File: config.mk
export PLATFORM = sky130hd
export DESIGN_NAME = spi_bus_router
export DESIGN_NICKNAME = d
export VERILOG_FILES = /design/src/rtl/spi_route_pkg.sv /design/src/rtl/spi_route_decode.sv /design/src/rtl/spi_ce_stage.sv /design/src/rtl/spi_bus_router.sv
export SDC_FILE = /design/constraint.sdc
export NUM_CORES = 1
export LEC_CHECK = 0
export BUFFER_PORTS_ARGS = -buffer_cell sky130_fd_sc_hd__buf_2
export CAP_MARGIN = 20
export CORE_MARGIN = 1.5
export CORE_UTILIZATION = 54
export CTS_CLUSTER_DIAMETER = 120
export DETAILED_ROUTE_END_ITERATION = 8
export GPL_TIMING_DRIVEN = 0
export HOLD_SLACK_MARGIN = 0.06
export PLACE_DENSITY = 0.89
export SETUP_SLACK_MARGIN = 0.3
export SLEW_MARGIN = 20
export SYNTH_ARGS = -nofsm -noshare
export SYNTH_HDL_FRONTEND = slang
export SYNTH_SLANG_ARGS = --single-unit
File: constraint.sdc
create_clock -name clk -period 2.15 [get_ports clk]
set_clock_uncertainty 0.15 [all_clocks]
set_input_delay 0.43 -clock clk [delete_from_list [all_inputs] [get_ports clk]]
set_output_delay 0.43 -clock clk [all_outputs]
set_load 0.005 [all_outputs]
File: src/rtl/spi_route_pkg.sv
package spi_route_pkg;
  localparam int SEL_W = 4;
  localparam int NBUS  = 3;
  localparam int NCS   = 6;
  localparam int BUS_W = $clog2(NBUS);
  localparam int CS_W  = $clog2(NCS);

  typedef struct packed {
    logic             valid;
    logic [BUS_W-1:0] bus;
    logic [CS_W-1:0]  line;
  } route_t;

  // Device code to bus and flat chip-select line.
  function automatic route_t decode_sel(input logic [SEL_W-1:0] sel);
    route_t r;
    r = '0;
    case (sel)
      4'd0: begin r.valid = 1'b1; r.bus = 2'd0; r.line = 3'd0; end
      4'd2: begin r.valid = 1'b1; r.bus = 2'd1; r.line = 3'd1; end
      4'd3: begin r.valid = 1'b1; r.bus = 2'd1; r.line = 3'd2; end
      4'd4: begin r.valid = 1'b1; r.bus = 2'd2; r.line = 3'd3; end
      4'd5: begin r.valid = 1'b1; r.bus = 2'd2; r.line = 3'd4; end
      4'd6: begin r.valid = 1'b1; r.bus = 2'd2; r.line = 3'd5; end
      default: r = '0;
    endcase
    return r;
  endfunction
endpackage

File: src/rtl/spi_route_decode.sv
module spi_route_decode
  import spi_route_pkg::*;
(
  input  logic [SEL_W-1:0] sel,
  output logic [NBUS-1:0]  bus_hit,
  output logic [NCS-1:0]   cs_hit
);
  route_t r;
  always_comb r = decode_sel(sel);

  for (genvar b = 0; b < NBUS; b++) begin : g_bus
    assign bus_hit[b] = r.valid && (r.bus == BUS_W'(b));
  end
  for (genvar c = 0; c < NCS; c++) begin : g_cs
    assign cs_hit[c] = r.valid && (r.line == CS_W'(c));
  end
endmodule

File: src/rtl/spi_ce_stage.sv
module spi_ce_stage #(
  parameter int          W       = 1,
  parameter logic [W-1:0] RST_VAL = '0
) (
  input  logic         clk,
  input  logic         rst_n,
  input  logic         ce,
  input  logic [W-1:0] d,
  output logic [W-1:0] q
);
  always_ff @(posedge clk or negedge rst_n) begin
    if (!rst_n)  q <= RST_VAL;
    else if (ce) q <= d;
  end
endmodule

File: src/rtl/spi_bus_router.sv
module spi_bus_router
  import spi_route_pkg::*;
#(
  parameter logic [NBUS-1:0] READ_MASK = 3'b101
) (
  input  logic             clk,
  input  logic             rst_n,
  input  logic             x2_ce,
  input  logic             m_sclk,
  input  logic             m_mosi,
  input  logic             m_cs_n,
  input  logic [SEL_W-1:0] m_sel,
  output logic             m_miso,
  output logic [NBUS-1:0]  bus_sclk,
  output logic [NBUS-1:0]  bus_mosi,
  output logic [NCS-1:0]   bus_cs_n,
  input  logic [NBUS-1:0]  bus_miso
);
  localparam int S1_W = 3 + SEL_W;
  localparam int S2_W = 3 * NBUS + NCS;
  localparam logic [S1_W-1:0] S1_RST = {1'b0, 1'b0, 1'b1, {SEL_W{1'b0}}};
  localparam logic [S2_W-1:0] S2_RST = {{NBUS{1'b0}}, {NBUS{1'b0}}, {NCS{1'b1}}, {NBUS{1'b0}}};

  // Stage 1: capture master lines
  logic             s1_sclk, s1_mosi, s1_cs_n;
  logic [SEL_W-1:0] s1_sel;
  logic [S1_W-1:0]  s1_q;

  spi_ce_stage #(.W(S1_W), .RST_VAL(S1_RST)) u_stage1 (
    .clk(clk), .rst_n(rst_n), .ce(x2_ce),
    .d({m_sclk, m_mosi, m_cs_n, m_sel}), .q(s1_q)
  );
  assign {s1_sclk, s1_mosi, s1_cs_n, s1_sel} = s1_q;

  // Steering
  logic [NBUS-1:0] hit_bus;
  logic [NCS-1:0]  hit_cs;

  spi_route_decode u_dec (.sel(s1_sel), .bus_hit(hit_bus), .cs_hit(hit_cs));

  logic [NBUS-1:0] sclk_d, mosi_d;
  logic [NCS-1:0]  cs_n_d;
  assign sclk_d = {NBUS{s1_sclk}} & hit_bus;
  assign mosi_d = {NBUS{s1_mosi}} & hit_bus;
  assign cs_n_d = ~(hit_cs & {NCS{~s1_cs_n}});

  // Stage 2: registered bus outputs plus the bus that owns them
  logic [NBUS-1:0] s2_hit;
  logic [S2_W-1:0] s2_q;

  spi_ce_stage #(.W(S2_W), .RST_VAL(S2_RST)) u_stage2 (
    .clk(clk), .rst_n(rst_n), .ce(x2_ce),
    .d({sclk_d, mosi_d, cs_n_d, hit_bus}), .q(s2_q)
  );
  assign {bus_sclk, bus_mosi, bus_cs_n, s2_hit} = s2_q;

  // Return path: select, then two enable-paced stages
  logic miso_sel, miso_s1;
  assign miso_sel = |(bus_miso & s2_hit & READ_MASK);

  spi_ce_stage #(.W(1), .RST_VAL(1'b0)) u_miso1 (
    .clk(clk), .rst_n(rst_n), .ce(x2_ce), .d(miso_sel), .q(miso_s1)
  );
  spi_ce_stage #(.W(1), .RST_VAL(1'b0)) u_miso2 (
    .clk(clk), .rst_n(rst_n), .ce(x2_ce), .d(miso_s1), .q(m_miso)
  );
endmodule

==> impl_summary.md <==
Status
The flow ran to the end, and the final reports show no timing, DRC or antenna violations.

STA
Headroom to the max-slew limit came out at 68.0%. The total of endpoints with negative setup slack in the final report is 0. The highest attainable clock frequency is 0.614 GHz. The total count of hold-check failures in the final report is 0. For the pin with the worst max-slew slack, the measured transition is 0.480 ns. Setup repair after global routing left no endpoint under its margin. The worst path uses 75.8% of the clock period. The number of slew-limit violations in the final report is 0. The worst path in the final design needs a cycle of 1.63 ns, including I/O delays and setup. The worst hold slack is 0.177 ns. Adding up every negative setup slack in the final design gives 0 ns.

Setup path
On the worst path, the slowest cell contributes a delay of 0.55 ns. The launch instance of the worst register-to-register path is u_stage1.q[4]. STA classifies the critical path endpoint as a primary output.

The data arrival at the endpoint of the critical path is 1.05 ns. The required time of the worst setup path is 1.57 ns. The worst setup path startpoint is u_stage2.q[6].

Among all stages on the critical path, the largest delay is contributed by dfstp_2. The dominant delay contributor by cell family on the critical path is flip-flops. The signal on the critical path passes through buf_4 -> buf_2. Counting both buffers and inverters, the worst setup path holds a total of 2.

The launching element type of the critical path is a flip-flop. The critical path is of the reg -> out type. The largest fanout on the critical path is 2.

GRT
The total congestion overflow is 0. The initial antenna violation count is 0. The number of global-route vias before repair is 657. The first global-routing pass estimated 2.71 mm of wire. The maximum number of pins on one net before global-route repair is 24. Global routing used 18.6% of the available tracks.

Drt
The via count is 699. The average wire per cell in the routed design is 13.0 um. The count of routing violations after the opening detailed-route iteration is 13.

The detailed-route DRC error count is 0. Summed over all layers, the routed wires come to 1.76 mm. In the routed layout, each cell is associated on average with a via count of 5.18. Once detail routing completed, the nets flagged for antenna violations numbered 0. The first TritonRoute pass finished after 4 iterations.

Final layout
The layout overhead on the synthesized area is 18.8%. The share of final-layout standard cells stronger than drive strength 1 is 48.2%. In the final design database the tool counted 124 nets. Counting the fill cells in the layout gives 149. After routing the design area is 0.00119 mm^2. The antenna diode count is 0.

Floorplan
The initialized floorplan defines 15 standard-cell rows. In this run the vertical extent of the chip is 46.1 um. The die covers 0.00213 mm^2. The starting density of the core is 57.6%. The core area is 0.00175 mm^2. The die is 46.1 um wide. For this design the top-level I/O count stands at 26.

Clock tree
Post-CTS timing repair inserted 0 buffers for setup. The clock reaches the later pin of the worst-skew pair after 0.31 ns. Once the clock tree was built, the resizer swapped 0 gates to a different size. CTS built an H-tree with a depth of 1.

The clock passes through at most 2 buffers. The clock root buffer is clkbuf_4. The number of clock buffers added by TritonCTS is 3.

TritonCTS built the clock tree. After clock tree synthesis, the clock-pin slew on the worst setup and hold paths is 0.12 ns. Counting every sink on the clock net gives 23.

The number of hold buffers added after CTS was 1.

Synthesis
The sequential area share after synthesis is 58.2%. The top cell type by area accounts for 39.9% of the synthesized area. The commonest register cell after synthesis is dfrtp_1.

The post-synthesis instance area is 0.00100 mm^2. The mean area per synthesized cell is 12.4 um^2. The number of warnings printed during yosys synthesis is 0. In this run, synthesis produced a sequential element count of 23. The proportion of register bits with asynchronous set or reset after synthesis is 100%.

The most instantiated library cell after synthesis is dfrtp_1. In the post-synthesis netlist, the biggest area contributors are dfrtp_1 40%, dfstp_2 18%, buf_4 9.0%, a32o_1 4.0%, a22o_1 3.5%. The cell count after synthesis came out at 81. In the synthesized netlist, the cells that appear most often are 16 x dfrtp_1, 12 x buf_4, 8 x nor2_1.

In this run, distinct cell masters in the synthesized netlist total 19. The synthesized design contains 0 enable-type register cells. The library cell with the largest summed area after synthesis is dfrtp_1. The net count of the mapped netlist is 94.

Pwr
Summed over all cells, the static leakage comes to 0.584 nW. Across the VDD grid, the largest voltage drop is 445 uV. Power spread over the standard cell area amounts to 675 mW/mm^2. The design draws 0.806 mW.

Place
Routability-driven placement finished with a final weighted congestion of 0.787. The total half-perimeter wirelength after legalization and detailed placement is 1.33 mm. The number of buffer cells added on primary ports is 24. After detailed placement, the total cell area comes to 0.00116 mm^2.

Min path
The min-delay analysis places its worst path in the category in -> reg. The startpoint of the tightest hold check path is m_sclk.

Job
The max-capacitance violation count is 0.
==> path summary, 6_finish.rpt <==
path	depth (start not counted)	slack, ns	to
worst max-delay path	2	0.52	bus_cs_n[3]
worst min register to register	2	0.35	u_stage2.q[7]
worst max register to register	2	0.93	u_stage2.q[8]
min in group asynchronous	2	0.44	u_stage2.q[10]
max in group asynchronous	2	1.05	u_stage2.q[3]
worst min-delay path	2	0.18	u_stage1.q[6]
==> cell families (layout without fill, tap and decap cells) <==
group,Yosys count,after routing,share of synthesized area (%)
AO/OA/AOI/OAI,19,19,14.4
flip-flops,23,23,58.2
buffers and inverters,18,47,12.7
multiplexers,5,5,5.60
AND/OR/NAND/NOR,16,16,9.09
==> stage by stage <==
stage | worst slack, ns | instances | utilization [%]
2_1_floorplan | 0.972 | 81 | -
3_3_place_gp | 0.833 | 130 | 66.2
3_5_place_dp | 0.810 | 130 | 66.2
4_1_cts | 0.524 | 135 | 68.4
5_1_grt | 0.494 | 135 | 68.4
6_report | 0.520 | 135 | 68.4
==> power breakdown <==
part | switching, mW | leakage (nW) | internal, mW
logic | 0.0516 | 0.288 | 0.0625
registers | 0.0268 | 0.278 | 0.471
clock network | 0.125 | 0.0177 | 0.0695
==> flip-flops by register name, summed over array words and instances, names as in the netlist <==
register	count
u_miso1.q	1
u_miso2.q	1
u_stage1.q	7
u_stage2.q	14
==> cell usage in the layout, fill, tap and decap left out <==
| cell type | Yosys | final |
|---|---|---|
| buf_6 | 2 | 2 |
| a22o_1 | 4 | 4 |
| a31oi_1 | 4 | 4 |
| buf_2 | 0 | 24 |
| dlygate4sd3_1 | 0 | 1 |
| clkbuf_4 | 0 | 3 |
| a22oi_1 | 1 | 1 |
| mux2_2 | 2 | 2 |
| buf_4 | 12 | 12 |
| nand2_1 | 4 | 4 |
| a31oi_2 | 1 | 1 |
| inv_1 | 4 | 4 |
| nor3b_2 | 1 | 1 |
| o21ai_0 | 3 | 3 |
| nor2_1 | 8 | 8 |
| dfrtp_1 | 16 | 16 |
| clkinv_2 | 0 | 1 |
| and3b_1 | 1 | 1 |
| dfstp_2 | 7 | 7 |
| mux2_1 | 3 | 3 |
| a21oi_1 | 2 | 2 |
| and4bb_1 | 2 | 2 |
| a32o_1 | 4 | 4 |
==> worst reg2reg max path, delay by kind of cell (launching register included) <==
kind               cells  cell delay [ns]
AOI/OAI and AO/OA      1             0.20
and+or+nand+nor        1             0.26
DFF                    1             0.56
==> area by class of cell <==
class / count / area [um^2] / share of cell area, %
multi-input cells: 40 / 293 / 24.5
inverters: 4 / 15.0 / 1.26
plain buffers: 14 / 113 / 9.43
flip-flops and latches: 23 / 584 / 49.0
clock inverters: 1 / 5.00 / 0.419
well taps: 25 / 31.3 / 2.62
clock buffers: 3 / 22.5 / 1.89
repair buffers: 25 / 130 / 10.9
==> routing by layer <==
| layer | global-route usage (%) | vias to the layer above | part of all wire [%] |
|---|---|---|---|
| met2 | 29.7 | 23 | 51 |
| li1 | - | 335 | - |
| met3 | 4.71 | 5 | 4.5 |
| met1 | 23.2 | 336 | 43 |
| met4 | 9.71 | 0 | 1.5 |
| met5 | 0 | - | 0 |
Note: power is estimated with default switching activity, not from simulation.
